### src/rtl/scl_tg_pkg.sv
package scl_tg_pkg;

    // counter field widths
    localparam int STEP_W    = 6;
    localparam int SAMP_W    = 3;
    localparam int HS_STEP_W = 3;
    localparam int HS_SAMP_W = 3;

    // field positions inside the two timing words
    localparam int NRM_STEP_LSB = 0;
    localparam int NRM_SAMP_LSB = 8;
    localparam int HS_EN_LSB    = 0;
    localparam int HS_EN_W      = 2;
    localparam int HS_STEP_LSB  = 8;
    localparam int HS_SAMP_LSB  = 12;
    localparam logic [HS_EN_W-1:0] HS_EN_CODE = 2'b11;

    // position inside a half period and half-period length
    localparam int POS_W = STEP_W + SAMP_W;
    localparam int LEN_W = POS_W + 1;

    typedef struct packed {
        logic [STEP_W-1:0] step_m1;
        logic [SAMP_W-1:0] samp_m1;
    } cnt_set_t;

    typedef struct packed {
        cnt_set_t nrm;
        cnt_set_t fast;
        logic     hs_en;
    } tcfg_t;

    typedef enum logic [1:0] {
        Q_LOW_START  = 2'd0,
        Q_LOW_MID    = 2'd1,
        Q_HIGH_START = 2'd2,
        Q_HIGH_MID   = 2'd3
    } quarter_e;

endpackage

### src/rtl/scl_tg_decode.sv
module scl_tg_decode
    import scl_tg_pkg::*;
#(
    parameter int REG_W = 16
) (
    input  logic [REG_W-1:0] tim_cfg_i,
    input  logic [REG_W-1:0] hs_cfg_i,
    output tcfg_t            cfg_o
);

    // bits outside the fields carry no meaning
    logic cfg_unused;
    assign cfg_unused = ^{tim_cfg_i, hs_cfg_i};

    always_comb begin
        cfg_o.nrm.step_m1  = tim_cfg_i[NRM_STEP_LSB +: STEP_W];
        cfg_o.nrm.samp_m1  = tim_cfg_i[NRM_SAMP_LSB +: SAMP_W];
        cfg_o.fast.step_m1 = STEP_W'(hs_cfg_i[HS_STEP_LSB +: HS_STEP_W]);
        cfg_o.fast.samp_m1 = SAMP_W'(hs_cfg_i[HS_SAMP_LSB +: HS_SAMP_W]);
        cfg_o.hs_en        = (hs_cfg_i[HS_EN_LSB +: HS_EN_W] == HS_EN_CODE);
    end

endmodule

### src/rtl/scl_tg_prediv.sv
module scl_tg_prediv #(
    parameter int DIV_W = 8
) (
    input  logic             clk,
    input  logic             rst_n,
    input  logic             en_i,
    input  logic [DIV_W-1:0] div_m1_i,
    output logic             tick_o
);

    typedef struct packed {
        logic [DIV_W-1:0] cnt;
    } pd_t;

    pd_t pd_d, pd_q;

    always_comb begin
        tick_o = en_i && (pd_q.cnt == div_m1_i);
        pd_d   = pd_q;
        if (!en_i || tick_o) begin
            pd_d.cnt = '0;
        end else begin
            pd_d.cnt = pd_q.cnt + 1'b1;
        end
    end

    always_ff @(posedge clk or negedge rst_n) begin
        if (!rst_n) begin
            pd_q <= '0;
        end else begin
            pd_q <= pd_d;
        end
    end

endmodule

### src/rtl/scl_tg_phase.sv
module scl_tg_phase
    import scl_tg_pkg::*;
(
    input  logic       clk,
    input  logic       rst_n,
    input  logic       run_i,
    input  logic       sw_i,
    input  logic       tick_i,
    input  tcfg_t      cfg_i,
    output logic       scl_o,
    output logic [3:0] qtr_o,
    output logic       busy_o,
    output logic       hs_o
);

    typedef struct packed {
        logic              busy;
        logic              high;
        logic              hs;
        logic              pend;
        logic              scl;
        logic [STEP_W-1:0] step;
        logic [SAMP_W-1:0] samp;
        logic [3:0]        qtr;
    } ph_t;

    localparam ph_t PH_RST = '{busy: 1'b0, high: 1'b0, hs: 1'b0, pend: 1'b0,
                               scl: 1'b1, step: '0, samp: '0, qtr: '0};

    ph_t            ph_d, ph_q;
    cnt_set_t       cur;
    logic [LEN_W-1:0] step_n, samp_n, len, mid, pos;
    logic [3:0]     hit;
    logic           step_end, samp_end, half_end, pend_now;

    // active counter set and position inside the current half
    assign cur    = ph_q.hs ? cfg_i.fast : cfg_i.nrm;
    assign step_n = LEN_W'(cur.step_m1) + LEN_W'(1);
    assign samp_n = LEN_W'(cur.samp_m1) + LEN_W'(1);
    assign len    = samp_n * step_n;
    assign mid    = len >> 1;
    assign pos    = LEN_W'(ph_q.samp) * step_n + LEN_W'(ph_q.step);

    // one comparator per quarter strobe
    for (genvar gq = 0; gq < 4; gq++) begin : g_qtr
        localparam bit IS_HIGH = (gq >= 2);
        localparam bit IS_MID  = ((gq % 2) == 1);
        assign hit[gq] = (ph_q.high == IS_HIGH) &&
                         (pos == (IS_MID ? mid : LEN_W'(0)));
    end

    always_comb begin
        ph_d     = ph_q;
        ph_d.qtr = '0;
        pend_now = ph_q.pend | (sw_i & cfg_i.hs_en & ~ph_q.hs & ph_q.busy);
        step_end = (ph_q.step == cur.step_m1);
        samp_end = (ph_q.samp == cur.samp_m1);
        half_end = step_end && samp_end;

        if (!ph_q.busy) begin
            if (run_i) begin
                ph_d.busy = 1'b1;
            end
        end else begin
            ph_d.pend = pend_now;
            if (tick_i) begin
                ph_d.qtr = hit;
                if (hit[Q_LOW_START]) begin
                    ph_d.scl = 1'b0;
                end
                if (hit[Q_HIGH_START]) begin
                    ph_d.scl = 1'b1;
                end
                if (step_end) begin
                    ph_d.step = '0;
                    ph_d.samp = samp_end ? '0 : ph_q.samp + 1'b1;
                end else begin
                    ph_d.step = ph_q.step + 1'b1;
                end
                if (half_end) begin
                    ph_d.high = ~ph_q.high;
                    if (ph_q.high) begin
                        if (!run_i) begin
                            ph_d.busy = 1'b0;
                            ph_d.hs   = 1'b0;
                            ph_d.pend = 1'b0;
                        end else if (pend_now) begin
                            ph_d.hs   = 1'b1;
                            ph_d.pend = 1'b0;
                        end
                    end
                end
            end
        end
    end

    always_ff @(posedge clk or negedge rst_n) begin
        if (!rst_n) begin
            ph_q <= PH_RST;
        end else begin
            ph_q <= ph_d;
        end
    end

    assign scl_o  = ph_q.scl;
    assign qtr_o  = ph_q.qtr;
    assign busy_o = ph_q.busy;
    assign hs_o   = ph_q.hs;

endmodule

### src/rtl/scl_tg_top.sv
module scl_tg_top
    import scl_tg_pkg::*;
#(
    parameter int DIV_W = 8,
    parameter int REG_W = 16
) (
    input  logic             clk,
    input  logic             rst_n,
    input  logic             run_i,
    input  logic             phase_sw_i,
    input  logic [DIV_W-1:0] div_cfg_i,
    input  logic [REG_W-1:0] tim_cfg_i,
    input  logic [REG_W-1:0] hs_cfg_i,
    output logic             scl_o,
    output logic             q_low_start_o,
    output logic             q_low_mid_o,
    output logic             q_high_start_o,
    output logic             q_sample_o,
    output logic             busy_o,
    output logic             hs_active_o
);

    typedef struct packed {
        logic [DIV_W-1:0] div_m1;
        tcfg_t            cfg;
    } hold_t;

    hold_t      hold_d, hold_q;
    tcfg_t      dec_cfg;
    logic       tick;
    logic       busy;
    logic [3:0] qtr;

    scl_tg_decode #(.REG_W(REG_W)) u_decode (
        .tim_cfg_i (tim_cfg_i),
        .hs_cfg_i  (hs_cfg_i),
        .cfg_o     (dec_cfg)
    );

    // configuration follows the inputs only while idle
    always_comb begin
        hold_d = hold_q;
        if (!busy) begin
            hold_d.div_m1 = div_cfg_i;
            hold_d.cfg    = dec_cfg;
        end
    end

    always_ff @(posedge clk or negedge rst_n) begin
        if (!rst_n) begin
            hold_q <= '0;
        end else begin
            hold_q <= hold_d;
        end
    end

    scl_tg_prediv #(.DIV_W(DIV_W)) u_prediv (
        .clk      (clk),
        .rst_n    (rst_n),
        .en_i     (busy),
        .div_m1_i (hold_q.div_m1),
        .tick_o   (tick)
    );

    scl_tg_phase u_phase (
        .clk    (clk),
        .rst_n  (rst_n),
        .run_i  (run_i),
        .sw_i   (phase_sw_i),
        .tick_i (tick),
        .cfg_i  (hold_q.cfg),
        .scl_o  (scl_o),
        .qtr_o  (qtr),
        .busy_o (busy),
        .hs_o   (hs_active_o)
    );

    assign busy_o         = busy;
    assign q_low_start_o  = qtr[Q_LOW_START];
    assign q_low_mid_o    = qtr[Q_LOW_MID];
    assign q_high_start_o = qtr[Q_HIGH_START];
    assign q_sample_o     = qtr[Q_HIGH_MID];

endmodule

### config.mk
export PLATFORM = sky130hd
export DESIGN_NAME = scl_tg_top
export DESIGN_NICKNAME = d
export VERILOG_FILES = /design/src/rtl/scl_tg_pkg.sv /design/src/rtl/scl_tg_decode.sv /design/src/rtl/scl_tg_prediv.sv /design/src/rtl/scl_tg_phase.sv /design/src/rtl/scl_tg_top.sv
export SDC_FILE = /design/constraint.sdc
export NUM_CORES = 1
export LEC_CHECK = 0
export BUFFER_PORTS_ARGS = -buffer_cell sky130_fd_sc_hd__buf_2
export CORE_MARGIN = 1.5
export CORE_UTILIZATION = 35
export DETAILED_ROUTE_END_ITERATION = 12
export SLEW_MARGIN = 10
export SYNTH_ARGS = -nofsm -noshare
export SYNTH_HDL_FRONTEND = slang
export SYNTH_HIERARCHICAL = 1
export SYNTH_SLANG_ARGS = --single-unit
### constraint.sdc
create_clock -name clk -period 4.55 [get_ports clk]
set_input_delay 0.91 -clock clk [delete_from_list [all_inputs] [get_ports clk]]
set_output_delay 0.91 -clock clk [all_outputs]
set_load 0.02 [all_outputs]
* Word level (Yosys, flattened, before mapping)
Cells that the tools add are included.
** Word-level totals
- Register bits after elaboration :: 50
- Latch bits :: 0
- RAM bits :: 0
- Memory bits (read-only) :: 0
- Logic and storage cells :: 66
- Memories :: 0
** Cells by class
- $add $sub $neg :: 6
- Multipliers :: 2
- Divide/modulo/power cells :: 0
- Magnitude comparators :: 0
- Equal/unequal tests :: 6
- Shifts and indexed selects :: 0
- Multiplexer cells :: 16
- Bitwise logic cells :: 6
- Reduce and logical (&&, ||, !) cells :: 15
** Operators with widths (number)
- $mux W18 :: 1
- $add A10 B6 Y10 :: 1
- $eq A10 B9 Y1 :: 1
- $logic_not A10 Y1 :: 1
- $mul A10 B10 Y10 :: 1
- $mul A3 B7 Y10 :: 1
- $mux W9 :: 1
- $reduce_and A3 Y1 :: 3
- $add A8 B1 Y8 const B :: 1
- $eq A8 B8 Y1 :: 1
- $mux W4 :: 2
- $mux W8 :: 1
- $add A6 B1 Y7 const B :: 1
- $add A6 B1 Y6 const B :: 1
- $eq A6 B6 Y1 :: 1
- $logic_and A1 B1 Y1 :: 6
- $mux W2 :: 3
- $mux W3 :: 2
- $mux W6 :: 1
- $mux W1 :: 5
- $reduce_and A5 Y1 :: 1
- $add A3 B1 Y4 const B :: 1
- $add A3 B1 Y3 const B :: 1
- $and A1 B1 Y1 :: 3
- other kinds (9) :: 10

* Logic depth before layout (Yosys ltp)
Gate-level depths: netlist of the first run.
- Depth after elaboration :: 10
- Mapped depth :: 20

* Cells and area by module
The synthesis of the first run kept the hierarchy.
** Modules (own cells, without submodules)
- scl_tg_phase :: times used 1, cells an instance 317, area an instance 2756.4 sq um, sequential area each 451.7 sq um
- scl_tg_top :: times used 1, cells an instance 57, area an instance 1106.1 sq um, sequential area each 675.6 sq um
- scl_tg_prediv :: times used 1, cells an instance 46, area an instance 500.5 sq um, sequential area each 200.2 sq um
- scl_tg_decode :: times used 1, cells an instance 20, area an instance 145.1 sq um, sequential area each 0.0 sq um

* Worst setup path after synthesis of the first run
Ideal clock, no wire load.
- Kind :: register -> register
- Start point :: register u_phase.ph_q (netlist bit u_phase/hs_o)
- End point :: register u_phase.ph_q (netlist bit u_phase/qtr_o[1])
- Data arrival time :: 4.694 ns
- Path slack :: -0.245 ns
- Cell stages (with the launch flop) :: 21
- Period minus slack after synthesis :: 4.795 ns
- Path through :: dfrtp_1 > buf_6 > buf_6 > mux2i_4 > inv_1 > ha_1 > nand4b_1 > nand2_1 > xnor2_1 > nand2_1 > fa_1 > fa_1 > inv_1 > ha_1 > a21oi_1 > nor2b_1 > a311o_1 > a21o_1 > a21oi_1 > xnor3_1 > nor4_1
** RTL lines
- start, declared :: RTL line scl_tg_phase.sv:30 : ph_t ph_d, ph_q;
- start signal, assigned :: RTL line scl_tg_phase.sv:101 : ph_q <= ph_d;

==> summary.txt, run 1 <==
Yosys
  • Library cell with the largest summed area after synthesis: dfrtp_1
  • Seq/Total Area, Yosys: between 20% and 30%
  • Ranking of synthesized cells by area: dfrtp_1 29%, ha_1 9.2%, fa_1 8.9%
  • Mean post-synth cell area: about 10 µm²
  • #FFs+latches synth: 53
  • Synth cell types: 56
  • Async S/R FF share, synth: 100%
  • Post-Syn Area: 0.00451 mm²
  • Mapped Cells: 440
  • Synth Flop Type: dfrtp_1
  • Post-synth EDFFs: 0
  • Syn. warnings: 6
  • Top cell type's share of synthesized area: approximately 29%

Floorplan
  • Core footprint: about 0.013 mm²
  • Chip width: between 100 and 150 µm
  • Rows: 41
  • Initial core utilization: a little over a third
  • Die area: 0.0136 mm²
  • Die height: around 120 µm
  • I/O Pins: 51

Route
  • DR pass1 iterations: 4
  • Wirelength, routed: roughly 9000 µm
  • Remaining DRCs: 0
  • First-iteration detailed-routing DRC count: between 100 and 150
  • Vias/cell: ~4.8
  • Vias: between 3000 and 4000
  • WL/cell: roughly 13 µm
  • Final ANT Viol Nets: 0

Setup path
  • Worst Path Arrival: between 4 and 5 ns
  • RR Startpoint: u_phase/hs_o
  • Stages on the worst setup path: 18
  • Crit path kind: reg -> reg
  • Slowest cell delay on critical path: around 0.50 ns
  • CP Max Fanout: 5
  • Crit-path slowest cell: fa_1
  • Crit end category: flip-flop
  • Buf/Inv on CP: 6
  • CP delay by family, top: adder cells
  • Startpoint Class: flip-flop
  • CP required: 4.75 ns
  • RR Endpoint: u_phase/qtr_o[3]
  • Reg2reg path depth: 18
  • Cell mode on critical path: buf_4
  • R2R setup slack: ~0.022 ns
  • Cell-by-cell trace of the critical path: buf_6 -> mux2i_2 -> inv_1 -> ha_4 -> xnor2_2 -> buf_4 -> nand2_1 -> fa_1 -> fa_1 -> buf_4 -> fa_1 -> buf_4 -> xor2_2 -> o21ai_0 -> a2111oi_2 -> buf_4 -> nand4_1 -> nor4_2

Clock tree
  • Cts hold-fix bufs: 0
  • Clock Tree Buf Depth: 2
  • Root cell of the clock tree: clkbuf_16
  • Clock sink total: 53
  • CTS clk-pin slew, worst paths: around 0.070 ns
  • H-tree depth: 2
  • Total CTS buffers: 5
  • Clk_lat worst skew: roughly 0.3 ns
  • CTS tree: yes

STA
  • Final Skew: between 0.007 and 0.008 ns
  • RSZ-0062 raised after global routing: yes
  • WHS: just over 0.5 ns
  • Final Hold Viols: 0
  • Worst Max-Slew Pin Slew: 0.791 ns
  • Final min period: between 4 and 5 ns
  • Max-slew violations: 0
  • Final setup violating endpoints: 0
  • Final TNS setup: 0 ns
  • Final WS setup: roughly 0.022 ns
  • FMAX: ~220 MHz
  • Max-slew headroom: 46.8%
  • Fin crit share: between 90% and 100%

Finish
  • Non-Filler Instances: 675
  • Core Util, Final: between 40% and 50%
  • Post-Layout Inst Area: around 0.0055 mm²
  • Area grow syn2layout: 21.3%
  • Fill cell count: ~1200
  • NumNets Final: 599
  • Layout cells sized above 1: about a third
  • N_diodes: 0

GRT
  • Total gr overflow: 0
  • Vias in the first global route: approximately 3300
  • Largest net degree at the start of global routing: 31
  • GRT Util Overall: between 10 and 15%
  • First-pass GRT wire length: about 15000 µm
  • Initial antenna violation count: 0

Pwr
  • Max VDD drop: about 0.00024 V
  • Pwr per Cell Area: between 300 and 400 mW/mm²
  • Power, Total: 2.08 mW
  • Pleak: between 2 and 3 nW

Place
  • Placer Congestion: between 0.8 and 0.9
  • Post-DP Area: ~0.005 mm²
  • DPL Wire Length: roughly 6900 µm
  • PortBufs: 35
  • Placed cells: 660
  • Place WS: -0.230 ns

Min path
  • Hold Path End: hold_q[0]
  • Worst hold stages: 1
  • Hold/Removal Path Class: reg -> reg
  • Hold_sp: hold_q[0]

Outcome
  • Outcome: complete, no violations

Job
  • Max-Cap Viols: 0
==> synthesized netlist by cell type (7+ instances only) <==
library cell / count
a211oi_1: 8
and2_1: 13
buf_4: 22
dfrtp_1: 52
fa_1: 20
ha_1: 33
inv_1: 34
mux2_2: 9
mux2_4: 20
mux2i_1: 7
nand2_1: 54
nand3_1: 11
nor2_1: 21
o21ai_0: 16
xnor2_1: 24
xor2_1: 17
==> cell type report <==
| class | instances | area [µm²] | share of cell area (%) |
|---|---|---|---|
| Timing Repair Buffer | 85 | 562 | 10.3 |
| Inverter | 34 | 128 | 2.33 |
| Clock buffer | 5 | 125 | 2.29 |
| Multi-Input combinational cell | 323 | 3060 | 56.0 |
| Sequential cell | 53 | 1330 | 24.3 |
| Tap cell | 172 | 215 | 3.94 |
| Clock inverter | 3 | 47.5 | 0.869 |
==> worst reg2reg max path: cells and delay by family (launching register included) <==
kind	cells	cell delay (ns)
adders and majority gates	4	1.57
buffers and inverters	6	0.91
DFF	1	0.48
AOI/OAI and AO/OA	2	0.46
and+or+nand+nor	3	0.46
xor gates and xnor gates	2	0.34
muxes	1	0.22
==> worst max path at each step <==
stage,slack [ns],to,startpoint
after floorplan,0.0007,u_phase/qtr_o[1],u_phase/hs_o
after global placement,-0.27,u_phase/qtr_o[1],u_phase/hs_o
after detailed placement,-0.23,u_phase/qtr_o[1],u_phase/hs_o
after CTS,0.008,u_phase/qtr_o[1],u_phase/hs_o
after global routing,-0.26,u_phase/qtr_o[3],u_phase/hs_o
final,0.02,u_phase/qtr_o[3],u_phase/hs_o
==> cell usage in the layout (no fill, tap or decap), types with 13 or more instances in the layout <==
cell type	instances
dfrtp_1	51
nand2_1	51
buf_4	47
buf_2	35
inv_1	32
ha_1	25
mux2_4	20
xnor2_1	19
fa_1	19
nor2_1	18
xor2_1	16
o21ai_0	15
and2_1	13
==> cells by family after synthesis <==
group	count (synthesis)	share of synthesized area, %
and+or+nand+nor	131	14.8
buffers and inverters	66	8.71
adders and majority gates	53	18.0
DFF	53	29.4
AOI/OAI and AO/OA	52	7.80
xor gates and xnor gates	45	9.55
muxes	39	11.6
other	1	0.0832
==> state kept, by name, summed over array words and instances, names as in the netlist <==
signal / count
hold_q: 27
u_phase/busy_o: 1
u_phase/hs_o: 1
u_phase/qtr_o: 4
u_phase/scl_o: 1
u_prediv/pd_q: 8
u_phase/ph_q: 11
==> per-layer routing <==
layer	part of all wire (%)	track usage, %	routed length [µm]
met4	0.98	3.82	88
met1	48	18.2	4280
met5	0	0	0
met3	2.6	2.02	235
met2	49	24.7	4380
==> report_power, final <==
part           internal, mW  switching (mW)  total [mW]
sequential            0.542          0.0920       0.634
combinational         0.524           0.474       0.998
clock                 0.264           0.184       0.448
==> repair_timing <==
action | 4_1_cts | 5_1_grt
buffers inserted | 2 | 5
gates resized for setup | 8 | 38
endpoints found under the setup margin | 5 | 5
pin swaps | 4 | 31
endpoints found under the hold margin | 0 | 0
(Power assumes the default switching activity.)
==> run 2, diff against run 1 <==
--- a/config.mk
+++ b/config.mk
@@ -6,8 +6,10 @@
 export NUM_CORES = 1
 export LEC_CHECK = 0
 export BUFFER_PORTS_ARGS = -buffer_cell sky130_fd_sc_hd__buf_2
+export CAP_MARGIN = 40
 export CORE_MARGIN = 1.5
 export CORE_UTILIZATION = 35
+export CTS_CLUSTER_SIZE = 8
 export DETAILED_ROUTE_END_ITERATION = 12
 export SLEW_MARGIN = 10
 export SYNTH_ARGS = -nofsm -noshare
==> constraint.sdc (replaced) <==
create_clock -name clk -period 3.95 [get_ports clk]
set_input_delay 0.79 -clock clk [delete_from_list [all_inputs] [get_ports clk]]
set_output_delay 0.79 -clock clk [all_outputs]
set_load 0.02 [all_outputs]
==> run 2 against run 1 <==
Compared with the run above:
- the flow now finishes with violations (setup timing)
- clock power barely moved
- combinational power rose by 20%
- first-iteration DRC count fell by 18%
- routed wire length rose by 1.6%
- register-to-register slack got worse by 0.58 ns
- worst hold slack got worse by 0.19 ns
- clock-buffer cell count did not move
- design area rose by 4.5%
- via count rose by 3.3%
- sequential power rose by 15%
- critical endpoint unchanged
- largest cell class unchanged
- largest power group unchanged
==> summary.txt, run 2 (synthesis gave the netlist of run 1 again) <==
Outcome
  • Outcome: complete, but fails checks
  • Failing checks: setup timing

Floorplan
  • I/O Pins: 51 (unchanged)
  • Initial core utilization: 35.9% (unchanged)
  • Chip width: 116 µm (unchanged)
  • Die area: 0.0136 mm² (unchanged)
  • Core footprint: 0.0126 mm² (unchanged)
  • Rows: 41 (unchanged)
  • Die height: 116 µm (unchanged)

Route
  • Remaining DRCs: 0 (unchanged)
  • Vias/cell: 4.72 (-0.81%)
  • Final ANT Viol Nets: 0 (unchanged)
  • DR pass1 iterations: 4 (unchanged)
  • Wirelength, routed: 9120 µm (+1.6%)
  • WL/cell: 13.0 µm (-2.5%)
  • First-iteration detailed-routing DRC count: 84 (-18%)
  • Vias: 3318 (+3.3%)

Pwr
  • Pleak: 2.76 nW (+5.7%)
  • Pwr per Cell Area: 415 mW/mm² (+9.2%)
  • Max VDD drop: 0.000223 V (-6.3%)

STA
  • Final Skew: 0.00563 ns (-0.00155 ns)
  • Max-slew violations: 0 (unchanged)
  • FMAX: 222 MHz (+0.39%)
  • Final TNS setup: -2.49 ns (-2.49 ns)
  • Final WS setup: -0.560 ns (-0.583 ns)
  • Final setup violating endpoints: 5 (+5)
  • Worst Max-Slew Pin Slew: 0.773 ns (-0.0188 ns)
  • RSZ-0062 raised after global routing: yes
  • Final Hold Viols: 0 (unchanged)
  • Final min period: 4.51 ns (-0.0174 ns)
  • Fin crit share: 114% (+15 points)
  • Max-slew headroom: 48.1% (+1.3 points)
  • WHS: 0.321 ns (-0.189 ns)

Clock tree
  • Cts hold-fix bufs: 0 (unchanged)
  • Clock sink total: 53 (unchanged)
  • Root cell of the clock tree: clkbuf_16
  • CTS clk-pin slew, worst paths: 0.07 ns (about the same)
  • Total CTS buffers: 5 (unchanged)
  • Clock Tree Buf Depth: 2 (unchanged)
  • CTS tree: yes
  • Clk_lat worst skew: 0.30 ns (about the same)
  • H-tree depth: 2 (unchanged)

GRT
  • Total gr overflow: 0 (unchanged)
  • Initial antenna violation count: 0 (unchanged)
  • GRT Util Overall: 14.9% (+0.84 points)
  • Vias in the first global route: 3565 (+7.5%)
  • First-pass GRT wire length: 16100 µm (+6.5%)
  • Largest net degree at the start of global routing: 46 (+48%)

Finish
  • Area grow syn2layout: 26.8%
  • Layout cells sized above 1: 39.2% (+4.2 points)
  • Max FFs per register: 27 (unchanged)
  • Reg with most FFs: hold_q
  • NumNets Final: 627 (+4.7%)
  • N_diodes: 0 (unchanged)
  • Top Registers: hold_q (27), u_phase/ph_q (11), u_prediv/pd_q (8)
  • Most common cell after layout, fill and taps aside: buf_4
  • Highest-count cells in the layout ignoring fill and taps: 72 x buf_4, 51 x dfrtp_1, 48 x nand2_1

Setup path
  • Worst Path Arrival: 4.71 ns (-0.02 ns)
  • Crit path kind: reg -> reg
  • Startpoint Class: flip-flop
  • CP required: 4.15 ns (-0.60 ns)
  • Crit. Startpoint: u_phase/hs_o
  • CP Max Fanout: 5 (unchanged)
  • Crit end category: flip-flop
  • RR Startpoint: u_phase/hs_o

Place
  • PortBufs: 35 (unchanged)
  • Placer Congestion: 0.818 (+0.78%)
  • DPL Wire Length: 7190 µm (+3.6%)

Job
  • Max-Cap Viols: 0 (unchanged)

Min path
  • Hold/Removal Path Class: in -> async
[run 2: layout make-up]
| type | count | area, µm² |
|---|---|---|
| timing repair buffer | 113 | 795 |
| inverter | 34 | 128 |
| clock buffer | 5 | 125 |
| tap | 172 | 215 |
| fill | 1163 | 6850 |
| sequential | 53 | 1330 |
| multi-input combinational | 323 | 3100 |
| clock inverter | 3 | 21.3 |
[run 2: path summary, 6_finish.rpt]
| kind | endpoint | slack, ns | depth (start not counted) |
|---|---|---|---|
| setup reg to reg | u_phase/qtr_o[3] | -0.56 | 16 |
| min in group clk | hold_q[12] | 0.52 | 1 |
| max in group asynchronous | u_phase/hs_o | 2.76 | 2 |
| hold / removal | hold_q[24] | 0.32 | 1 |
| hold reg to reg | hold_q[12] | 0.52 | 1 |
| setup / recovery | u_phase/qtr_o[3] | -0.56 | 16 |
[run 2: power by group]
group	switching, mW	internal [mW]
logic	0.555	0.646
registers	0.104	0.624
clock network	0.208	0.236
total	0.867	1.51
[run 2: repair_timing]
item | CTS | global route
hold endpoints to repair | 0 | 0
gates resized for setup | 17 | 15
setup endpoints to repair | 5 | 5
pin swaps | 18 | 17
setup buffers | 10 | 8
gates cloned | 0 | 0
[run 2: critical path, cell delays in order, from the launching register on]
cell and delay [ns]:
dfrtp_4 0.49, buf_12 0.14, mux2i_4 0.18, buf_4 0.15
nor3_4 0.24, xnor2_2 0.18, nand2_1 0.11, fa_1 0.48
fa_1 0.52, inv_1 0.05, ha_1 0.31, nor2b_1 0.16
a311o_1 0.36, a21o_1 0.17, a21oi_2 0.14, xnor3_1 0.44
nor4_1 0.27
[run 2: metal layers]
layer	vias to the layer above	track usage (%)	share of wire [%]
met5	-	0	0
met4	0	4.96	2.2
met3	19	2.02	3.5
met2	55	26.6	49
met1	1599	18.7	45
li1	1645	-	-
[run 2: per-stage QoR]
step,cells,instance area [µm²],util (%),setup slack [ns],power (mW)
6_report,703,5720,45.5,-0.560,2.37
5_1_grt,703,5720,45.5,-0.783,2.56
4_1_cts,696,5600,44.5,-0.589,2.36
3_5_place_dp,678,5290,42.1,-0.685,1.85
3_3_place_gp,678,5290,42.1,-0.649,1.82
2_1_floorplan,442,4710,-,-0.522,1.49
==> run 3, diff against run 2 <==
--- a/config.mk
+++ b/config.mk
@@ -14,5 +14,4 @@
 export SLEW_MARGIN = 10
 export SYNTH_ARGS = -nofsm -noshare
 export SYNTH_HDL_FRONTEND = slang
-export SYNTH_HIERARCHICAL = 1
 export SYNTH_SLANG_ARGS = --single-unit
==> run 3 against run 2 <==
Compared with the run above:
- the flow still finishes with violations (setup timing)
- via count down 2.5%
- critical path depth unchanged
- clock skew up 0.0043 ns
- routed wire length up 1.5%
- combinational power down 49%
- die area down 9.8%
- highest routed layer unchanged
==> summary.txt, run 3 <==
Yosys
  • Library cell with the largest summed area after synthesis: dfrtp_1
  • Synth Flop Type: dfrtp_1
  • Top cells by count, synth: 51 x nand2_1, 49 x dfrtp_1, 38 x inv_1
  • Post-synth EDFFs: 0 (unchanged)
  • Post-Syn Area: 0.00406 mm² (-10%)
  • Synth cell types: 54 (-3.6%)
  • Most common cell in the netlist: nand2_1
  • Async S/R FF share, synth: 100% (unchanged)
  • #FFs+latches synth: 50 (-5.7%)
  • Mean post-synth cell area: 9.75 µm² (-4.9%)
  • Mapped Cells: 416 (-5.5%)
  • Top cell type's share of synthesized area: 30.2% (+1.4 points)
  • Ranking of synthesized cells by area: dfrtp_1 30%, ha_1 10%, fa_1 9.9%
  • Net Count, Synth: 513
  • Syn. warnings: 0 (-6)
  • Seq/Total Area, Yosys: 30.9% (+1.4 points)

STA
  • Max-slew headroom: 62.7% (+15 points)
  • Final min period: 4.33 ns (-0.181 ns)
  • Final setup violating endpoints: 5 (unchanged)
  • Final Skew: 0.00996 ns (+0.00433 ns)
  • FMAX: 231 MHz (+4.2%)
  • Fin crit share: 110% (-4.6 points)
  • Max-slew violations: 0 (unchanged)
  • RSZ-0062 raised after global routing: yes
  • Worst Max-Slew Pin Slew: 0.560 ns (-0.213 ns)
  • Final Hold Viols: 0 (unchanged)
  • Final WS setup: -0.379 ns (+0.181 ns)

Route
  • Vias/cell: 4.85 (+2.7%)
  • Vias: 3234 (-2.5%)
  • First-iteration detailed-routing DRC count: 109 (+30%)
  • WL/cell: 13.9 µm (+6.9%)
  • DR pass1 iterations: 6 (+2)
  • Remaining DRCs: 0 (unchanged)
  • Wirelength, routed: 9250 µm (+1.5%)
  • Final ANT Viol Nets: 0 (unchanged)

Setup path
  • Startpoint Class: flip-flop
  • Worst Path Arrival: 4.57 ns (-0.14 ns)
  • Crit end category: flip-flop
  • CP required: 4.19 ns (+0.04 ns)
  • Crit path kind: reg -> reg
  • CP Max Fanout: 6 (+1)

Floorplan
  • I/O Pins: 51 (unchanged)
  • Core footprint: 0.0114 mm² (-9.5%)
  • Rows: 39 (-4.9%)
  • Chip width: 111 µm (-5.0%)
  • Die area: 0.0122 mm² (-9.8%)
  • Initial core utilization: 35.7% (-0.20 points)
  • Die height: 111 µm (-5.0%)

Clock tree
  • Clock sink total: 50 (-5.7%)
  • Total CTS buffers: 5 (unchanged)
  • Root cell of the clock tree: clkbuf_16
  • CTS tree: yes
  • Clock Tree Buf Depth: 2 (unchanged)
  • CTS clk-pin slew, worst paths: 0.07 ns (about the same)
  • H-tree depth: 2 (unchanged)
  • Clk_lat worst skew: 0.30 ns (about the same)
  • Cts hold-fix bufs: 0 (unchanged)

GRT
  • Largest net degree at the start of global routing: 30 (-35%)
  • First-pass GRT wire length: 15800 µm (-1.6%)
  • Vias in the first global route: 3440 (-3.5%)
  • GRT Util Overall: 15.8% (+0.85 points)
  • Initial antenna violation count: 0 (unchanged)
  • Total gr overflow: 0 (unchanged)

Finish
  • Most common cell after layout, fill and taps aside: buf_4
  • NumNets Final: 620 (-1.1%)
  • Layout cells sized above 1: 40.3% (+1.1 points)
  • Max FFs per register: 24 (-11%)
  • Top Registers: hold_q (24), u_phase.ph_q (11), u_prediv.pd_q (8)
  • Area grow syn2layout: 37.2%
  • Fill cell count: 1049 (-9.8%)
  • N_diodes: 0 (unchanged)
  • Reg with most FFs: hold_q
  • FF+latch area: 0.00125 mm² (-5.8%)
  • Highest-count cells in the layout ignoring fill and taps: 63 x buf_4, 48 x dfrtp_1, 45 x nand2_1
  • Multi-input logic area: 0.00302 mm² (-2.5%)

Job
  • Max-Cap Viols: 0 (unchanged)

Outcome
  • Outcome: complete, but fails checks
  • Failing checks: setup timing

Pwr
  • Pleak: 2.63 nW (-4.7%)
  • Power, Total: 1.76 mW (-26%)
  • Max VDD drop: 0.000331 V (+48%)
  • Pwr per Cell Area: 317 mW/mm² (-24%)

Place
  • Placer Congestion: 0.806 (-1.5%)
  • DPL Wire Length: 7360 µm (+2.3%)
  • PortBufs: 35 (unchanged)
  • Place WS: -0.418 ns (+0.267 ns)

Min path
  • Hold/Removal Path Class: in -> async
-- run 3: cell count changes in the layout (fill, tap and decap cells not counted), sizes merged, moves of 5 or more --
cell / before / now
xnor2: 25 / 32
a211oi: 9 / 3
xor2: 19 / 14
a21oi: 5 / 13
o21ai: 18 / 11
mux2: 29 / 24
nor4: 6 / 1
nor3: 5 / 10
-- run 3: logic make-up after synthesis --
| kind of cell | count (synthesis) | synth area share (%) |
|---|---|---|
| AOI/OAI and AO/OA | 52 | 8.67 |
| xor gates and xnor gates | 46 | 9.94 |
| adders and majority gates | 53 | 20.1 |
| muxes | 30 | 8.73 |
| and+or+nand+nor | 138 | 16.9 |
| buffers and inverters | 47 | 4.81 |
| DFF | 50 | 30.9 |
-- run 3: path summary, 6_finish.rpt --
path,startpoint,to,slack [ns],cells past startpoint
min,rst_n,u_phase.ph_q[16],0.48,1
max in group asynchronous,rst_n,u_phase.hs_o,2.93,2
min in group clk,hold_q[0],hold_q[0],0.48,2
min reg2reg,hold_q[0],hold_q[0],0.48,2
max reg2reg,u_phase.hs_o,u_phase.scl_o,-0.38,16
max,u_phase.hs_o,u_phase.scl_o,-0.38,16
-- run 3: where the power goes --
part	switching (mW)	internal (mW)
Sequential	0.0743	0.571
Clock	0.201	0.302
Combinational	0.284	0.331
Total	0.559	1.20
-- run 3: per-layer routing --
layer | global-route usage (%) | part of all wire [%] | wire (µm) | vias to the layer above
met4 | 3.42 | 0.83 | 77 | 0
met2 | 29.0 | 52 | 4850 | 40
met1 | 19.7 | 45 | 4160 | 1571
li1 | - | - | - | 1616
met3 | 1.98 | 1.8 | 164 | 7
met5 | 0 | 0 | 0 | -
-- run 3: through the flow --
step	setup TNS [ns]	cells	area, µm²	utilization, %	hold WS (ns)
2_1_floorplan	-0.902	416	4350	-	0.450
3_3_place_gp	-1.40	642	5080	44.7	0.466
3_5_place_dp	-1.71	643	5100	44.9	0.473
4_1_cts	-1.59	660	5370	47.3	0.489
5_1_grt	-2.64	667	5560	48.9	0.528
6_report	-1.70	667	5560	48.9	0.482
-- run 3: timing repair --
action                                  CTS  global route
resized for setup                         8            31
buffers inserted                          9             7
endpoints found under the setup margin    5             5
pin swaps                                13            19
-- run 3: layout make-up --
| class | count | area share, % |
|---|---|---|
| timing repair buffer | 109 | 14.3 |
| sequential | 50 | 22.5 |
| tap | 143 | 3.22 |
| clock inverter | 3 | 0.855 |
| inverter | 38 | 2.56 |
| clock buffer | 5 | 2.25 |
| multi-input combinational | 319 | 54.3 |
-- run 3: critical path: stages (launching register included) --
cell and delay (ns):
dfrtp_2 0.51, mux2i_4 0.31, inv_2 0.08, ha_4 0.19
xnor2_4 0.17, nand2_1 0.10, fa_1 0.51, inv_2 0.04
fa_2 0.45, fa_2 0.42, a211oi_4 0.29, nor2_2 0.09
xor2_2 0.19, or3_4 0.43, nor3_4 0.17, and4_1 0.21
a21o_1 0.09
